<file path="src/rtl/uart_cmd_pkg.sv">
// Shared field codes, decoded-command type and pulse indices for the
// UART command decoder. Assumes an 8-bit command byte.
package uart_cmd_pkg;
    localparam int CMD_W    = 8;
    localparam int RX_LSB   = 0;
    localparam int TX_LSB   = 2;
    localparam int MISC_LSB = 4;
    localparam int MISC_W   = 3;
    localparam int EN_W     = 2;

    typedef enum logic [MISC_W-1:0] {
        MISC_NOP, MISC_MODE_PTR, MISC_RX_RESET, MISC_TX_RESET,
        MISC_ERR_RESET, MISC_BRK_CLR, MISC_BRK_START, MISC_BRK_STOP
    } misc_op_e;

    typedef enum logic [EN_W-1:0] {EN_NOP, EN_ON, EN_OFF, EN_RSVD} en_op_e;

    typedef struct packed {
        misc_op_e misc;
        en_op_e   tx;
        en_op_e   rx;
    } cmd_fields_t;

    localparam int P_MODE  = 0;
    localparam int P_RXFL  = 1;
    localparam int P_TXFL  = 2;
    localparam int P_BRK   = 3;
    localparam int P_SEND  = 4;
    localparam int PULSE_N = 5;
endpackage

</file>
<file path="src/rtl/cmd_field_split.sv">
// Splits a command byte into its general, transmitter and receiver fields.
// Assumes the byte is at least MISC_LSB+MISC_W bits wide. Bits above the
// general field are spare and are dropped.
module cmd_field_split
    import uart_cmd_pkg::*;
#(
    parameter int BYTE_W = CMD_W
) (
    input  logic [BYTE_W-1:0] cmd,
    output cmd_fields_t       fields
);
    localparam int TOP_USED = MISC_LSB + MISC_W;

    logic unused_spare;

    // Field extraction at the fixed bit positions.
    always_comb begin
        fields.misc = misc_op_e'(cmd[MISC_LSB +: MISC_W]);
        fields.tx   = en_op_e'(cmd[TX_LSB +: EN_W]);
        fields.rx   = en_op_e'(cmd[RX_LSB +: EN_W]);
    end

    // Spare bits are collected so they are visibly unused.
    assign unused_spare = ^cmd[BYTE_W-1:TOP_USED];
endmodule

</file>
<file path="src/rtl/cmd_apply.sv">
// Applies one decoded command to the current enable state, in order:
// general field, then transmitter field, then receiver field. Pure
// combinational; the caller registers the results.
module cmd_apply
    import uart_cmd_pkg::*;
(
    input  cmd_fields_t        fields,
    input  logic               tx_pending,
    input  logic               cur_tx_en,
    input  logic               cur_tx_rdy,
    input  logic               cur_rx_en,
    output logic               nxt_tx_en,
    output logic               nxt_tx_rdy,
    output logic               nxt_rx_en,
    output logic [PULSE_N-1:0] pulses,
    output logic               rsvd_seen
);
    logic buf_pending;

    // Staged update: each field sees the result of the one before it.
    always_comb begin
        nxt_tx_en   = cur_tx_en;
        nxt_tx_rdy  = cur_tx_rdy;
        nxt_rx_en   = cur_rx_en;
        pulses      = '0;
        rsvd_seen   = 1'b0;
        buf_pending = tx_pending;

        unique case (fields.misc)
            MISC_MODE_PTR: pulses[P_MODE] = 1'b1;
            MISC_RX_RESET: begin
                nxt_rx_en      = 1'b0;
                pulses[P_RXFL] = 1'b1;
            end
            MISC_TX_RESET: begin
                nxt_tx_en      = 1'b0;
                nxt_tx_rdy     = 1'b0;
                buf_pending    = 1'b0;
                pulses[P_TXFL] = 1'b1;
            end
            MISC_BRK_CLR:  pulses[P_BRK] = 1'b1;
            default: ;
        endcase

        unique case (fields.tx)
            EN_ON: begin
                nxt_tx_en      = 1'b1;
                nxt_tx_rdy     = 1'b1;
                pulses[P_SEND] = buf_pending;
            end
            EN_OFF: begin
                nxt_tx_en  = 1'b0;
                nxt_tx_rdy = 1'b0;
            end
            EN_RSVD: rsvd_seen = 1'b1;
            default: ;
        endcase

        unique case (fields.rx)
            EN_ON:   nxt_rx_en = 1'b1;
            EN_OFF:  nxt_rx_en = 1'b0;
            EN_RSVD: rsvd_seen = 1'b1;
            default: ;
        endcase
    end
endmodule

</file>
<file path="src/rtl/cmd_pulse_reg.sv">
// Registers a vector of action requests so each becomes a single-cycle
// pulse in the cycle after a command write. Assumes synchronous active-low reset.
module cmd_pulse_reg #(
    parameter int N = 5
) (
    input  logic         clk,
    input  logic         rst_n,
    input  logic         load,
    input  logic [N-1:0] req,
    output logic [N-1:0] pulse
);
    for (genvar i = 0; i < N; i++) begin : g_bit
        // One flop per action: capture on a write, otherwise drop to 0.
        always_ff @(posedge clk) begin
            if (!rst_n)    pulse[i] <= 1'b0;
            else if (load) pulse[i] <= req[i];
            else           pulse[i] <= 1'b0;
        end


        pulse_needs_write_chk: assert property (@(posedge clk) disable iff (!rst_n)
            pulse[i] |-> $past(load));

        pulse_single_cycle_chk: assert property (@(posedge clk) disable iff (!rst_n)
            (pulse[i] && !load) |=> !pulse[i]);
    end
endmodule

</file>
<file path="src/rtl/uart_cmd_decoder.sv">
// Top of the UART command decoder. Holds the transmitter/receiver enable
// state and the sticky reserved-code flag. Drives action pulses one cycle
// after each command write. Assumes a synchronous active-low reset and one
// command byte per strobe cycle.
module uart_cmd_decoder
    import uart_cmd_pkg::*;
(
    input  logic             clk,
    input  logic             rst_n,
    input  logic             cmd_wr,
    input  logic [CMD_W-1:0] cmd_byte,
    input  logic             tx_pending,
    output logic             tx_enabled,
    output logic             rx_enabled,
    output logic             tx_ready,
    output logic             mode_ptr_rst,
    output logic             rx_flush,
    output logic             tx_force_empty,
    output logic             brk_int_clr,
    output logic             tx_send,
    output logic             cmd_error
);
    cmd_fields_t        fields;
    logic               nxt_tx_en, nxt_tx_rdy, nxt_rx_en, rsvd_seen;
    logic [PULSE_N-1:0] req, pulse;

    cmd_field_split #(.BYTE_W(CMD_W)) u_split (
        .cmd    (cmd_byte),
        .fields (fields)
    );

    cmd_apply u_apply (
        .fields     (fields),
        .tx_pending (tx_pending),
        .cur_tx_en  (tx_enabled),
        .cur_tx_rdy (tx_ready),
        .cur_rx_en  (rx_enabled),
        .nxt_tx_en  (nxt_tx_en),
        .nxt_tx_rdy (nxt_tx_rdy),
        .nxt_rx_en  (nxt_rx_en),
        .pulses     (req),
        .rsvd_seen  (rsvd_seen)
    );

    cmd_pulse_reg #(.N(PULSE_N)) u_pulse (
        .clk   (clk),
        .rst_n (rst_n),
        .load  (cmd_wr),
        .req   (req),
        .pulse (pulse)
    );

    // Enable/ready state: takes the staged result on each write.
    always_ff @(posedge clk) begin
        if (!rst_n) begin
            tx_enabled <= 1'b0;
            tx_ready   <= 1'b0;
            rx_enabled <= 1'b0;
        end else if (cmd_wr) begin
            tx_enabled <= nxt_tx_en;
            tx_ready   <= nxt_tx_rdy;
            rx_enabled <= nxt_rx_en;
        end
    end

    // Sticky error flag: set by any reserved field code, cleared only by reset.
    always_ff @(posedge clk) begin
        if (!rst_n)                      cmd_error <= 1'b0;
        else if (cmd_wr && rsvd_seen)    cmd_error <= 1'b1;
    end

    assign mode_ptr_rst   = pulse[P_MODE];
    assign rx_flush       = pulse[P_RXFL];
    assign tx_force_empty = pulse[P_TXFL];
    assign brk_int_clr    = pulse[P_BRK];
    assign tx_send        = pulse[P_SEND];


    tx_ready_tracks_chk: assert property (@(posedge clk) disable iff (!rst_n)
        tx_ready == tx_enabled);

    err_sticky_chk: assert property (@(posedge clk) disable iff (!rst_n)
        cmd_error |=> cmd_error);

    misc_onehot_chk: assert property (@(posedge clk) disable iff (!rst_n)
        $onehot0({mode_ptr_rst, rx_flush, tx_force_empty, brk_int_clr}));

    send_needs_enable_chk: assert property (@(posedge clk) disable iff (!rst_n)
        tx_send |-> (tx_enabled && !tx_force_empty));

    idle_stable_chk: assert property (@(posedge clk) disable iff (!rst_n)
        !cmd_wr |=> ($stable(tx_enabled) && $stable(rx_enabled)));
endmodule

</file>
<file path="config.mk">
export PLATFORM = sky130hd
export DESIGN_NAME = uart_cmd_decoder
export DESIGN_NICKNAME = d
export VERILOG_FILES = /design/src/rtl/uart_cmd_pkg.sv /design/src/rtl/cmd_field_split.sv /design/src/rtl/cmd_apply.sv /design/src/rtl/cmd_pulse_reg.sv /design/src/rtl/uart_cmd_decoder.sv
export SDC_FILE = /design/constraint.sdc
export NUM_CORES = 1
export LEC_CHECK = 0
export BUFFER_PORTS_ARGS = -buffer_cell sky130_fd_sc_hd__buf_4
export CORE_AREA = 2 2 39 41
export CTS_BUF_LIST = sky130_fd_sc_hd__clkbuf_8 sky130_fd_sc_hd__clkbuf_16
export DETAILED_ROUTE_END_ITERATION = 10
export DIE_AREA = 0 0 41 43
export GPL_TIMING_DRIVEN = 0
export HOLD_SLACK_MARGIN = 0.05
export SYNTH_ARGS = -nofsm -noshare
export SYNTH_HDL_FRONTEND = slang
export SYNTH_SLANG_ARGS = --single-unit
</file>
<file path="constraint.sdc">
create_clock -name clk -period 1 [get_ports clk]
set_input_delay 0.1 -clock clk [delete_from_list [all_inputs] [get_ports clk]]
set_output_delay 0.1 -clock clk [all_outputs]
set_load 0.01 [all_outputs]
</file>
==> impl_metrics.yaml <==
grt:
  antenna_found_initial: 0
  grt_util_all_layers_pct: 8.83
  grt_max_degree: 7
  grt_pass1_vias: 267
  grt_overflow: 0
  grt_pass1_wl_um: 1010
floorplan:
  core_area_sq_um: 1380
  initial_core_util_pct: 26.4
  num_io_pins: 21
  num_rows: 14
  die_y_um: 43
  die_w_um: 41
  die_area_sq_um: 1760
timing:
  slew_headroom_pct: 84.6
  fin_ws_ps: 111
  holdWs_ps: 67.6
  fin_crit_ps: 889
  rsz0062_at_grt: "false"
  fin_skew_ps: 0
  worst_pin_slew_ps: 228
  setup_viol: 0
  drv_slew: 0
  fmax_ghz: 1.12
  finalHoldViolCount: 0
  fin_setup_tns_ps: 0
  period_share_pct: 88.9
logic_synthesis:
  ys_ff_latch: 8
  synth_common_cells: "8 x dfxtp_1, 5 x nand2_1, 4 x ha_1, 4 x inv_1"
  yosysUniqueCellTypes: 16
  synthFlopType: "dfxtp_1"
  ys_seq_area_share_pct: 43.8
  synth_nets: 52
  synth_edf_count: 0
  synth_area_leaders: "dfxtp_1 44%, ha_1 14%, mux2i_1 5.5%"
  synth_top_area_share_pct: 43.8
  yosysTopAreaCell: "dfxtp_1"
  synthCells: 36
  async_flop_share_pct: 0
  yosysWarningCount: 0
  yosysMostFrequentCell: "dfxtp_1"
  syn_avg_cell_area_sq_um: 10.1
  syn_area_sq_um: 365
critical_path:
  reg2reg_to: "cmd_error"
  r2r_cells: 1
  path_max_fanout: 3
  critPathArrivalTime_ps: 790
  reg2reg_from: "cmd_error"
  cp-end-kind: "output port"
  worst-setup-path-type: "reg -> out"
  setup.worst_path.start_class: "register"
  cp.required_ps: 900
  r2r_slack_ps: 410
detailed_routing:
  route.detailed.drc: 0
  wl_per_cell_um: 9.46
  dr.pass1.iters: 4
  vias: 314
  drtIter0Drc: 7
  routed_via_density: 4.24
  antenna_left: 0
  totalWireLength_um: 700
cts:
  cts_setup_buffers: 0
  cts_hold_buffers: 0
  cts_sinks: 8
  cts_tree: "built"
  cts_max_path_buffers: 2
  cts-resized-gates: 0
  htreeDepth: 1
  clock_latency_ps: 220
  cts_made_buffers: 3
  cts_root_buf: "clkbuf_8"
  clk_pin_slew_ps: 40
hold_path:
  worstHoldStart: "cmd_byte[5]"
  min_to: "u_pulse.pulse[0]"
  min_path_type: "in -> reg"
  hold_depth: 2
layout:
  area_delta_synth_final_pct: 55.8
  fill_cells: 134
  final_area_sq_um: 569
  layout.nets: 76
  multi_input_area_sq_um: 183
  drive_above_1_share_pct: 44.8
  antenna_cells: 0
  regArea_sq_um: 160
placed_design:
  place.gp.congestion: 0.658
  port_buffers: 19
  pre_cts_slack_ps: 66.6
  place_area_sq_um: 528
power_and_ir_drop:
  power.share.sequential_pct: 40.7
  switching_share_pct: 20.4
  p_leak_uw: 0.000284
  pwr_density_cell_nw_per_um2: 1440
  clkPwrFrac_pct: 45.8
  peakVddDrop_uv: 524
  p_int_uw: 655
  power_uw: 823
  switchingPower_uw: 168
  comb_power_share_pct: 13.6
flow_run:
  drv_cap: 0
status:
  status: "complete, no violations"
==> kinds of logic (layout without fill, tap and decap cells) <==
kind of cell	after synthesis	after routing	synth area share (%)
compound gates	4	4	8.56
fa+ha+maj	4	4	13.7
buf+inv	5	27	6.16
flops	8	8	43.8
mux	2	2	5.48
simple gates	13	13	22.3
==> flip-flops by register name, summed over array words and instances (netlist names) <==
name,count
tx_ready,1
u_pulse.pulse,5
cmd_error,1
rx_enabled,1
==> per-layer routing <==
layer / vias up / wire, um / GRT usage [%]
li1: 163 / - / -
met1: 138 / 295 / 9.62
met2: 13 / 320 / 12.5
met3: 0 / 84 / 4.71
met4: 0 / 0 / 6.00
met5: - / 0 / 0
==> cell usage in the layout, fill, tap and decap left out <==
cell type   n
mux2i_1     2
a21boi_2    1
nor2_1      1
and2b_1     1
nor3b_2     1
o21ai_1     1
o21a_1      2
ha_1        4
nand2_1     5
buf_4      20
dfxtp_1     8
nor4b_1     2
nor3b_1     1
nand3b_1    1
nand2_2     1
clkbuf_8    3
inv_1       4
==> power by group through the flow <==
stage,registers [uW],clock network (uW),logic [uW]
final,335,377,112
after global routing,335,407,124
after CTS,335,388,113
after detailed placement,340,0,112
after global placement,340,0,112
after floorplan,344,0,43.0
==> metrics by stage <==
stage / instances / util [%]
floorplan: 36 / -
detailed placement: 71 / 38.2
finish: 74 / 41.1
global route: 74 / 41.1
CTS: 74 / 41.1
global placement: 71 / 38.2
==> critical path: stages, from the launching register on <==
cell	delay (ps)
dfxtp_1	310
buf_4	130
buf_4	130
==> final cells by class <==
cell class | instances | share of cell area [%]
multi-input combinational | 23 | 32.1
sequential | 8 | 28.1
timing repair buffer | 19 | 25.1
clock buffer | 3 | 7.25
tap | 16 | 3.52
inverter | 4 | 2.64
buffer | 1 | 1.32
==> worst max-delay path by stage <==
stage | from | to | slack (ps) | cells after the start
2_1_floorplan | cmd_byte[1] | rx_enabled | 210 | 5
3_5_place_dp | cmd_byte[0] | rx_enabled | 70 | 5
5_1_grt | tx_ready | tx_ready | 80 | 2
3_3_place_gp | cmd_byte[0] | rx_enabled | 80 | 5
6_report | tx_ready | tx_ready | 110 | 2
4_1_cts | tx_ready | tx_ready | 100 | 2
No activity file was read; power rests on OpenSTA's default activity.
